$ cat config.mk
export PLATFORM = sky130hd
export DESIGN_NAME = swResetCtl
export DESIGN_NICKNAME = d
export VERILOG_FILES = /design/src/rtl/swrst_pkg.sv /design/src/rtl/swrstCtrl.sv /design/src/rtl/swrstDatapath.sv /design/src/rtl/swResetCtl.sv
export SDC_FILE = /design/constraint.sdc
export NUM_CORES = 1
export LEC_CHECK = 0
export BUFFER_PORTS_ARGS = -buffer_cell sky130_fd_sc_hd__buf_4
export CAP_MARGIN = 0
export CORE_MARGIN = 3
export CORE_UTILIZATION = 45
export DETAILED_ROUTE_END_ITERATION = 10
export PLACE_DENSITY_LB_ADDON = 0.1
export SLEW_MARGIN = 20
export SYNTH_ARGS = -nofsm -noshare
export SYNTH_HDL_FRONTEND = slang
export SYNTH_SLANG_ARGS = --single-unit
$ cat constraint.sdc
create_clock -name clk -period 2.15 [get_ports clk]
set_input_delay 0.215 -clock clk [delete_from_list [all_inputs] [get_ports clk]]
set_output_delay 0.215 -clock clk [all_outputs]
set_load 0.005 [all_outputs]
$ cat src/rtl/swrst_pkg.sv
package swrst_pkg;
  localparam int NUM_CLASSES = 6;
  localparam int CLS_UART  = 0;
  localparam int CLS_SSI   = 1;
  localparam int CLS_QEI   = 2;
  localparam int CLS_I2C   = 3;
  localparam int CLS_TIMER = 4;
  localparam int CLS_COMP  = 5;

  typedef struct packed {
    logic                   wrLegacy;
    logic [NUM_CLASSES-1:0] wrClass;
    logic                   rdHit;
    logic [2:0]             rdSel;
  } swrstStrobes_t;
endpackage

$ cat src/rtl/swrstCtrl.sv
module swrstCtrl
  import swrst_pkg::*;
#(
  parameter int ADDR_W = 4
) (
  input  logic              busWe,
  input  logic [ADDR_W-1:0] busAddr,
  output swrstStrobes_t     strb
);
  localparam int LEGACY_ADDR = 0;
  localparam int CLASS_BASE  = 1;

  always_comb begin
    strb = '0;
    if (busAddr == ADDR_W'(LEGACY_ADDR)) begin
      strb.rdHit    = 1'b1;
      strb.rdSel    = 3'd0;
      strb.wrLegacy = busWe;
    end
    for (int c = 0; c < NUM_CLASSES; c++) begin
      if (busAddr == ADDR_W'(CLASS_BASE + c)) begin
        strb.rdHit      = 1'b1;
        strb.rdSel      = 3'(CLASS_BASE + c);
        strb.wrClass[c] = busWe;
      end
    end
  end
endmodule

$ cat src/rtl/swrstDatapath.sv
module swrstDatapath
  import swrst_pkg::*;
#(
  parameter int NUM_UART  = 3,
  parameter int NUM_SSI   = 2,
  parameter int NUM_QEI   = 2,
  parameter int NUM_I2C   = 2,
  parameter int NUM_TIMER = 4
) (
  input  logic                 clk,
  input  logic                 rstN,
  input  swrstStrobes_t        strb,
  input  logic [31:0]          busWdata,
  input  logic [31:0]          capMask,
  output logic [31:0]          busRdata,
  output logic [NUM_UART-1:0]  rstUart,
  output logic [NUM_SSI-1:0]   rstSsi,
  output logic [NUM_QEI-1:0]   rstQei,
  output logic [NUM_I2C-1:0]   rstI2c,
  output logic [NUM_TIMER-1:0] rstTimer,
  output logic                 rstComp
);
  localparam int COMP_LSB  = 24;
  localparam int COMP_LEG  = 3;
  localparam int PER_CLASS = 5;

  function automatic int legCount(int c);
    case (c)
      CLS_UART:  return 3;
      CLS_TIMER: return 4;
      default:   return 2;
    endcase
  endfunction

  function automatic int instCount(int c);
    case (c)
      CLS_UART:  return NUM_UART;
      CLS_SSI:   return NUM_SSI;
      CLS_QEI:   return NUM_QEI;
      CLS_I2C:   return NUM_I2C;
      default:   return NUM_TIMER;
    endcase
  endfunction

  function automatic int legPos(int c, int i);
    case (c)
      CLS_UART:  return i;
      CLS_SSI:   return 4 + i;
      CLS_QEI:   return 8 + i;
      CLS_I2C:   return 12 + 2 * i;
      default:   return 16 + i;
    endcase
  endfunction

  function automatic logic [31:0] buildValid();
    logic [31:0] v = '0;
    for (int c = 0; c < PER_CLASS; c++)
      for (int i = 0; i < legCount(c); i++) v[legPos(c, i)] = 1'b1;
    for (int k = 0; k < COMP_LEG; k++) v[COMP_LSB + k] = 1'b1;
    return v;
  endfunction

  localparam logic [31:0] LEG_VALID = buildValid();

  logic [31:0]                legacyQ;
  logic [31:0]                legNext;
  logic [PER_CLASS-1:0][31:0] classQ;
  logic                       compQ;
  logic [31:0]                rdNext;
  logic                       legCompAny;

  assign legNext    = busWdata & capMask & LEG_VALID;
  assign legCompAny = |legacyQ[COMP_LSB +: COMP_LEG];

  always_ff @(posedge clk or negedge rstN) begin
    if (!rstN)              legacyQ <= '0;
    else if (strb.wrLegacy) legacyQ <= legNext;
  end

  for (genvar c = 0; c < PER_CLASS; c++) begin : g_cls
    localparam int W = instCount(c);
    localparam int M = (W < legCount(c)) ? W : legCount(c);
    localparam logic [31:0] WMASK = (W >= 32) ? '1 : ((32'd1 << W) - 32'd1);
    logic [31:0] q;
    always_ff @(posedge clk or negedge rstN) begin
      if (!rstN) q <= '0;
      else if (strb.wrClass[c]) q <= busWdata & WMASK;
      else if (strb.wrLegacy)
        for (int i = 0; i < M; i++) q[i] <= legNext[legPos(c, i)];
    end
    assign classQ[c] = q;
  end

  always_ff @(posedge clk or negedge rstN) begin
    if (!rstN)                     compQ <= 1'b0;
    else if (strb.wrClass[CLS_COMP]) compQ <= busWdata[0];
    else if (strb.wrLegacy)        compQ <= |legNext[COMP_LSB +: COMP_LEG];
  end

  always_comb begin
    case (strb.rdSel)
      3'd0:    rdNext = legacyQ;
      3'd1:    rdNext = classQ[CLS_UART];
      3'd2:    rdNext = classQ[CLS_SSI];
      3'd3:    rdNext = classQ[CLS_QEI];
      3'd4:    rdNext = classQ[CLS_I2C];
      3'd5:    rdNext = classQ[CLS_TIMER];
      3'd6:    rdNext = {31'd0, compQ};
      default: rdNext = '0;
    endcase
  end

  always_ff @(posedge clk or negedge rstN) begin
    if (!rstN) begin
      busRdata <= '0;
      rstUart  <= '0;
      rstSsi   <= '0;
      rstQei   <= '0;
      rstI2c   <= '0;
      rstTimer <= '0;
      rstComp  <= 1'b0;
    end else begin
      busRdata <= strb.rdHit ? rdNext : '0;
      rstUart  <= classQ[CLS_UART][NUM_UART-1:0];
      rstSsi   <= classQ[CLS_SSI][NUM_SSI-1:0];
      rstQei   <= classQ[CLS_QEI][NUM_QEI-1:0];
      rstI2c   <= classQ[CLS_I2C][NUM_I2C-1:0];
      rstTimer <= classQ[CLS_TIMER][NUM_TIMER-1:0];
      rstComp  <= compQ | legCompAny;
    end
  end

  // at most one register is targeted by any write
  a_r9_one_target: assert property (@(posedge clk) disable iff (!rstN)
    $onehot0({strb.wrLegacy, strb.wrClass}));

  // class writes never reach the legacy word
  a_r5_legacy_untouched: assert property (@(posedge clk) disable iff (!rstN)
    (|strb.wrClass && !strb.wrLegacy) |=> $stable(legacyQ));

  // no legacy bit survives outside the capability mask
  a_r3_cap_gated: assert property (@(posedge clk) disable iff (!rstN)
    strb.wrLegacy |=> ((legacyQ & ~$past(capMask)) == 32'd0));

  // serial port 0 follows the legacy word after a legacy write
  a_r4_write_through: assert property (@(posedge clk) disable iff (!rstN)
    strb.wrLegacy |=> (classQ[CLS_UART][0] == legacyQ[0]));

  // either comparator source drives the merged reset
  a_r6_comp_merge: assert property (@(posedge clk) disable iff (!rstN)
    (compQ || legCompAny) |=> rstComp);

  // no self clearing without a write
  a_r7_hold: assert property (@(posedge clk) disable iff (!rstN)
    (!strb.wrLegacy && strb.wrClass == '0) |=>
      ($stable(legacyQ) && $stable(classQ) && $stable(compQ)));

  // outputs follow the register one edge later
  a_r8_latency: assert property (@(posedge clk) disable iff (!rstN)
    $rose(classQ[CLS_UART][0]) |=> rstUart[0]);
endmodule

$ cat src/rtl/swResetCtl.sv
module swResetCtl
  import swrst_pkg::*;
#(
  parameter int ADDR_W    = 4,
  parameter int NUM_UART  = 3,
  parameter int NUM_SSI   = 2,
  parameter int NUM_QEI   = 2,
  parameter int NUM_I2C   = 2,
  parameter int NUM_TIMER = 4
) (
  input  logic                 clk,
  input  logic                 rstN,
  input  logic                 busWe,
  input  logic [ADDR_W-1:0]    busAddr,
  input  logic [31:0]          busWdata,
  input  logic [31:0]          capMask,
  output logic [31:0]          busRdata,
  output logic [NUM_UART-1:0]  rstUart,
  output logic [NUM_SSI-1:0]   rstSsi,
  output logic [NUM_QEI-1:0]   rstQei,
  output logic [NUM_I2C-1:0]   rstI2c,
  output logic [NUM_TIMER-1:0] rstTimer,
  output logic                 rstComp
);
  swrstStrobes_t strb;

  swrstCtrl #(.ADDR_W(ADDR_W)) i_ctrl (
    .busWe  (busWe),
    .busAddr(busAddr),
    .strb   (strb)
  );

  swrstDatapath #(
    .NUM_UART (NUM_UART),
    .NUM_SSI  (NUM_SSI),
    .NUM_QEI  (NUM_QEI),
    .NUM_I2C  (NUM_I2C),
    .NUM_TIMER(NUM_TIMER)
  ) i_dp (
    .clk     (clk),
    .rstN    (rstN),
    .strb    (strb),
    .busWdata(busWdata),
    .capMask (capMask),
    .busRdata(busRdata),
    .rstUart (rstUart),
    .rstSsi  (rstSsi),
    .rstQei  (rstQei),
    .rstI2c  (rstI2c),
    .rstTimer(rstTimer),
    .rstComp (rstComp)
  );
endmodule

* Word level (Yosys, flattened, before mapping)
Index checks and enable logic that the tools add are counted.
W data, S select, Z words.
** Cells by class
- $lt $le $gt $ge :: 13
- Equal/unequal tests :: 12
- Multiplexer cells :: 92
- Bitwise gates (word level) :: 2
- Reduce and logical (&&, ||, !) cells :: 10
** Operators with widths (number)
- $mux W32 :: 26
- $lt A32 B7 Y1 const B :: 13
- $pmux W27 S7 :: 1
- $bmux W1 S5 :: 13
- $mux W1 :: 34
- $mux W4 :: 8
- $and A27 B27 Y27 :: 1
- $mux W27 :: 1
- $eq A4 B3 Y1 const B :: 3
- $mux W2 :: 6
- $reduce_bool A2 Y1 :: 6
- $eq A3 B3 Y1 const B :: 3
- $eq A4 B2 Y1 const B :: 2
- $eq A3 B2 Y1 const B :: 2
- $mux W3 :: 2
- $reduce_or A3 Y1 :: 2
- $mux W5 :: 1
- $eq A4 B1 Y1 const B :: 1
- $logic_not A4 Y1 :: 1
- $eq A3 B1 Y1 const B :: 1
- $logic_not A3 Y1 :: 1
- $or A1 B1 Y1 :: 1
** Storage, ports and cells
- Bits in registers :: 76
- Input port bits :: 71
- Output and inout bits :: 46
- Word-level logic and storage cells :: 143

* Depth between registers and ports, before layout
Gate-level depths: netlist of the first run.
- Depth in word-level cells :: 11
- Mapped depth :: 6
- Gate-level depth less buffers :: 3

* By module
Synthesis of the first run repeated with hierarchy kept, for this count alone.
** Second synthesis, totals
- Cells, all modules :: 234
- Area total of the unflattened synthesis :: 2562.5 um2
** Modules (own cells, without submodules)
- swrstDatapath :: instances 1, cells each 216, area an instance 2454.9 um2, sequential area each 1526.5 um2
- swrstCtrl :: instances 1, cells each 18, area an instance 107.6 um2, sequential area each 0.0 um2

* Worst setup path before layout of the first run
Ideal clock, no wire load.
- Path kind :: input to register
- Start :: input busAddr[0]
- End :: register i_dp.g_cls[4].q[1]
- Setup time :: 126 ps
- Data arrival time :: 1497 ps
- Data required time :: 2024 ps
- Path slack :: 527 ps
- Stages :: 5
- Buffers on the path :: 2
- Cells stage by stage :: buf_6 -> or4_4 -> buf_6 -> o22a_4 -> a221o_1
** On the way
- Longest elaborated chain between the ends :: 3
** RTL lines
- start: declaration :: RTL line swResetCtl.sv:14 : input logic [ADDR_W-1:0] busAddr,
- $eq A4 B3 Y1 / $logic_not A4 Y1 (equally long branches) :: RTL line swrstCtrl.sv:21, swrstCtrl.sv:15
- $mux W1 (on tied branches) :: RTL line swrstCtrl.sv:21, swrstCtrl.sv:15
- $mux W4 / $reduce_bool A2 Y1 (equally long branches)
- end signal: assignment :: RTL line swrstDatapath.sv:87 : else if (strb.wrClass[c]) q <= busWdata & WMASK;
- end: declaration :: RTL line swrstDatapath.sv:84 : logic [31:0] q;
Parallel ways exist; a longest one is shown, timed or not.
A chain may end at the register's enable or synchronous reset.

* Worst setup path in the final report of the first run
- Start :: input busAddr[0]
- End :: register i_dp.legacyQ[4]
** On the way
- Longest elaborated chain between the ends :: 2
** RTL lines
- $logic_not A4 Y1 :: RTL line swrstCtrl.sv:15 : if (busAddr == ADDR_W'(LEGACY_ADDR)) begin
- $mux W1 :: RTL line swrstCtrl.sv:15
- end signal: assignment :: RTL line swrstDatapath.sv:77 : else if (strb.wrLegacy) legacyQ <= legNext;
- end: declaration :: RTL line swrstDatapath.sv:65 : logic [31:0] legacyQ;
Every way passes these cells.

==> results of run 1 <==
[cells by family after synthesis]
| logic type | Yosys count |
|---|---|
| buffers and inverters | 38 |
| AOI/OAI and AO/OA | 50 |
| muxes | 5 |
| other | 1 |
| and+or+nand+nor | 80 |
| DFF | 61 |
[area by class of cell]
class | count | area (um2) | area share [%]
Clock inverter | 4 | 95.1 | 2.80
Clock buffer | 12 | 145 | 4.27
Inverter | 9 | 33.8 | 0.993
Tap cell | 72 | 90.1 | 2.65
Timing Repair Buffer | 78 | 588 | 17.3
Sequential cell | 61 | 1530 | 44.9
Multi-Input combinational cell | 150 | 922 | 27.1
[flip-flops by register name, summed over array words and instances, names as in the netlist]
name and cells:
i_dp.busRdata 17, i_dp.compQ 1, i_dp.g_cls.q 13, i_dp.legacyQ 16
i_dp.rstComp 1, i_dp.rstI2c 2, i_dp.rstQei 2, i_dp.rstSsi 2
i_dp.rstTimer 4, i_dp.rstUart 3
[metal layers]
| layer | track usage [%] | routed length (um) |
|---|---|---|
| met3 | 4.34 | 409 |
| met4 | 8.80 | 119 |
| met1 | 25.8 | 2570 |
| met2 | 27.8 | 2710 |
| met5 | 0 | 0 |
[final timing paths]
check | start | end | slack, ps | depth (start not counted)
worst max register to register | i_dp.g_cls[4].q[0] | i_dp.busRdata[0] | 1080 | 3
min in group asynchronous | rstN | i_dp.busRdata[16] | 490 | 2
worst min register to register | i_dp.g_cls[4].q[2] | i_dp.rstTimer[2] | 410 | 0
worst min-delay path | busWdata[2] | i_dp.g_cls[4].q[2] | 140 | 2
worst max-delay path | busAddr[0] | i_dp.legacyQ[4] | 700 | 6
max in group asynchronous | rstN | i_dp.legacyQ[19] | 1160 | 2
[cells in the final DEF, fill, tap and decap left out, drive strengths merged, types with 2 or more instances in the layout]
| master | instances |
|---|---|
| or4 | 2 |
| mux2 | 4 |
| buf | 77 |
| and3b | 4 |
| o21ai | 21 |
| bufinv | 3 |
| inv | 9 |
| nor3 | 13 |
| a31oi | 2 |
| nand4 | 3 |
| clkbuf | 12 |
| nand2 | 22 |
| nand3b | 3 |
| nor4 | 2 |
| a21o | 9 |
| nor3b | 2 |
| and2 | 11 |
| conb | 15 |
| o211ai | 2 |
| dfrtp | 61 |
| nor2 | 8 |
| and3 | 2 |
| a221o | 4 |
| or4b | 3 |
| a32oi | 2 |
[metrics by stage]
stage / hold slack, ps / total power, uW / cell area [um2] / util (%) / std cells
finish: 136 / 3040 / 3400 / 61.0 / 386
CTS: 126 / 3080 / 3400 / 61.0 / 386
global placement: 333 / 1830 / 3150 / 56.5 / 369
detailed placement: 333 / 1840 / 3150 / 56.5 / 369
global route: 132 / 3200 / 3400 / 61.0 / 386
floorplan: -80.6 / 1610 / 2660 / - / 249
[power breakdown]
group	switching [uW]	internal, uW
clock network	425	801
logic	183	230
registers	85.8	1320
[critical path: cells and delay by family]
family | cells | cell delay [ps]
AND/OR/NAND/NOR | 2 | 620
buffers and inverters | 3 | 570
AO/OA/AOI/OAI | 1 | 270
==> impl_metrics.tcl, run 1 <==
set metrics [dict create \
    ys_async_sr_fraction_pct 100 \
    min_path_type "in2reg" \
    synthTopCellsByArea "dfrtp_1 58%, buf_4 4.3%, o21ai_0 4.0%" \
    synth_fa_ha_area_share_pct 0 \
    fin_crit_ps 1450 \
    synth_top_area_share_pct 58.5 \
    first_pass_iters 5 \
    worstPathArrival_ps 1670 \
    clkLatencyLatePin_ps 330 \
    grt_pass1_wl_mm 9.10 \
    post-place-ws_ps 340 \
    ys_warn_count 0 \
    synth_cells 235 \
    fin_tns_setup_ps 0 \
    synth_top_family_by_area "simple AND/OR/NAND/NOR gates" \
    cts_root_buffer "clkbuf_8" \
    first_global_vias 1821 \
    cp.required_ps 2370 \
    maxSlewViolCount 0 \
    ctsResizeCount 0 \
    clock-sinks 61 \
    endpoint_kind "register" \
    drtAntennaViolNets 0 \
    finClkSkew_ps 4.39 \
    dieArea_um2 6750 \
    die_h_um 82.2 \
    synth_most_common_cell "dfrtp_1" \
    drc_errors 0 \
    path_cells "buf_4, buf_4, nor4_2, buf_4, nand2_1, a21o_1" \
    peakVddDrop_mv 0.498 \
    worst-path-max-fanout 26 \
    ys_seq_area_share_pct 58.5 \
    grt_start_max_net_pins 62 \
    drive_gt1_share_pct 32.5 \
    relSlewSlack_pct 49.8 \
    post_drt_wl_per_cell_um 15.0 \
    worst_slack_ps 700 \
    period_share_pct 67.4 \
    viasPerCell 5.10 \
    crit_type "in2reg" \
    synth_cell_type_count 44 \
    drt_iter0_markers 97 \
    vias 1967 \
    fin_nets 380 \
    path_clk_slew_ps 60 \
    start_util_pct 46.8 \
    overflow 0 \
    leakage_uw 0.00174 \
    yosys.area_share.simple_pct 17.4 \
    io_pins 117 \
    dominantRegCellSynth "dfrtp_1" \
    synth-seq-cells 61 \
    row_count 27 \
    core_um2 5570 \
    dp_hpwl_mm 4.12 \
    synth.cell_area_um2 2610 \
    powerDensity_nw_per_um2 895 \
    n_antenna_cell 0 \
    maxCapViolCount 0 \
    htree_levels 3 \
    synth_edf_count 0 \
    cts_tree "yes" \
    worstSetupStartpointType "primary input" \
    worst_pin_slew_ps 753 \
    cts_buffers 9 \
    max_freq_mhz 690 \
    rsz0062_at_grt "no" \
    cp_slowest_cell "nor4_2" \
    setup_viol 0 \
    syn_to_final_growth_pct 30.3 \
    wirelength_mm 5.81 \
    cpPeakStageDelay_ps 330 \
    die_w_um 82.2 \
    status "completed" \
    muxShareOfSynthArea_pct 2.11 \
    cts_setup_buffers 0 \
    gp_congestion 0.765 \
    final-hold-violation-count 0 \
    antenna_found_initial 0 \
    ys_top_cells_by_count "61 x dfrtp_1, 22 x nand2_1, 21 x o21ai_0, 15 x buf_4, 13 x nor3_1" \
    syn_area_per_cell_um2 11.1 \
    hold_buffers 1 \
    gr-usage-all-layers_pct 18.6 \
    crit_top_cell "buf_4" \
    port_buffers 70 \
    yosysTopAreaCell "dfrtp_1" \
    clk_path_buf_depth 2 \
    fillers 487 \
    synth_compound_area_share_pct 13.6 \
    synth_xor_area_share_pct 0 \
]
(Power assumes the default switching activity.)
==> run 2: changes to the inputs <==
CORE_UTILIZATION = 42   (was 45)
clock period = 1.3 ns   (was 2.15 ns; I/O delays follow)
==> run 2 against run 1 <==
Compared with the run above: clock power grew 13%; register-to-register slack lost 880 ps; utilization shrank 2.6 points; die area grew 6.6%; routed wire length grew 4.3%; via count grew 3.6%; clock-buffer cell count grew 1.
==> impl_metrics.tcl, run 2 (synthesis results as in run 1) <==
set metrics [dict create \
    status "completed" \
    gp_congestion 0.817 \
    most-common-layout-cells "93 x buf_4, 61 x dfrtp_1, 22 x nand2_1" \
    p_total_uw 4440 \
    cts_buffers 9 \
    start_util_pct 43.8 \
    finClkSkew_ps 4.57 \
    n_antenna_cell 0 \
    max_freq_mhz 849 \
    antenna_found_initial 0 \
    final_common_cell "buf_4" \
    hold_buffers 1 \
    p_switching_uw 1120 \
    reg.largest.list "i_dp.busRdata: 17 flops, i_dp.legacyQ: 16 flops, i_dp.g_cls.q: 13 flops" \
    wirelength_mm 6.06 \
    peakVddDrop_mv 0.593 \
    clock-sinks 61 \
    fin_tns_setup_ps 0 \
    regMostFlops "i_dp.busRdata" \
    post_drt_wl_per_cell_um 15.0 \
    viasPerCell 5.03 \
    gr-usage-all-layers_pct 17.9 \
    worst-path-max-fanout 8 \
    path_clk_slew_ps 60 \
    first_global_vias 1973 \
    maxSlewViolCount 0 \
    comb_power_share_pct 16.2 \
    core_um2 5960 \
    worstSetupStartpointType "primary input" \
    dieArea_um2 7200 \
    clkLatencyLatePin_ps 330 \
    die_h_um 84.8 \
    drtAntennaViolNets 0 \
    syn_to_final_growth_pct 33.3 \
    final-instance-count-excl-fill 405 \
    ctsResizeCount 0 \
    final-hold-violation-count 0 \
    fin_nets 397 \
    leakage_uw 0.00179 \
    htree_levels 3 \
    dp_cells 389 \
    fin_crit_ps 1180 \
    fillers 523 \
    grt_pass1_wl_mm 9.83 \
    pwr-share-seq_pct 52.4 \
    crit_type "in2reg" \
    dp_hpwl_mm 4.54 \
    largest_register_ffs 17 \
    period_share_pct 90.6 \
    overflow 0 \
    maxCapViolCount 0 \
    powerDensity_nw_per_um2 1280 \
    drt_iter0_markers 117 \
    clk_path_buf_depth 2 \
    cts_tree "yes" \
    vias 2038 \
    first_pass_iters 4 \
    cts_setup_buffers 0 \
    drc_errors 0 \
    grt_start_max_net_pins 34 \
    port_buffers 70 \
    cts_root_buffer "clkbuf_8" \
    post-place-ws_ps -211 \
    setup_viol 0 \
    row_count 28 \
    endpoint_kind "register" \
    io_pins 117 \
    cp.required_ps 1570 \
    pwr-share-clk_pct 31.3 \
    drive_gt1_share_pct 36.4 \
    worstPathArrival_ps 1450 \
    die_w_um 84.8 \
    rsz0062_at_grt "no" \
    internal-power_uw 3320 \
    min_path_type "in2reg" \
    worst_slack_ps 122 \
    switching_share_pct 25.3 \
]
-- run 2: metal layers --
layer,global-route usage (%),up-vias,wire length (um),part of all wire (%)
li1,-,985,-,-
met1,24.2,977,2650,44
met2,27.6,68,2900,48
met3,3.59,8,399,6.6
met4,8.78,0,110,1.8
met5,0,-,0,0
-- run 2: final timing paths --
path | from | endpoint | slack [ps] | depth (start not counted)
hold reg to reg | i_dp.g_cls[0].q[1] | i_dp.rstUart[1] | 400 | 0
setup reg to reg | i_dp.compQ | i_dp.busRdata[0] | 200 | 3
max in group asynchronous | rstN | i_dp.g_cls[1].q[0] | 540 | 3
hold / removal | busWdata[2] | i_dp.g_cls[4].q[2] | 50 | 2
setup / recovery | busAddr[3] | i_dp.g_cls[2].q[0] | 120 | 5
min in group asynchronous | rstN | i_dp.busRdata[12] | 260 | 2
-- run 2: power by group through the flow --
stage / clock, uW / sequential, uW / combinational, uW
after CTS: 1440 / 2340 / 732
after global placement: 0 / 2360 / 718
after detailed placement: 0 / 2370 / 726
after global routing: 1510 / 2370 / 806
final: 1390 / 2330 / 722
after floorplan: 0 / 2330 / 348
-- run 2: through the flow --
stage	util, %	hold WS [ps]	area, um2
after floorplan	-	-166	2690
after global placement	55.6	72.0	3310
after detailed placement	55.6	75.8	3310
after CTS	58.4	42.9	3480
after global routing	58.4	46.0	3480
final	58.4	52.3	3480
-- run 2: worst max-delay path, stage by stage --
cell     delay (ps)
buf_4           110
or4_4           570
buf_4           200
nor3_1          270
a221o_1         160
-- run 2: layout make-up --
cell class / instances / area (um2) / share of cell area (%)
tap: 75 / 93.8 / 2.70
multi-input combinational: 150 / 937 / 26.9
clock buffer: 13 / 149 / 4.28
inverter: 9 / 33.8 / 0.971
sequential: 61 / 1530 / 43.9
timing repair buffer: 95 / 728 / 20.9
clock inverter: 2 / 10.0 / 0.288
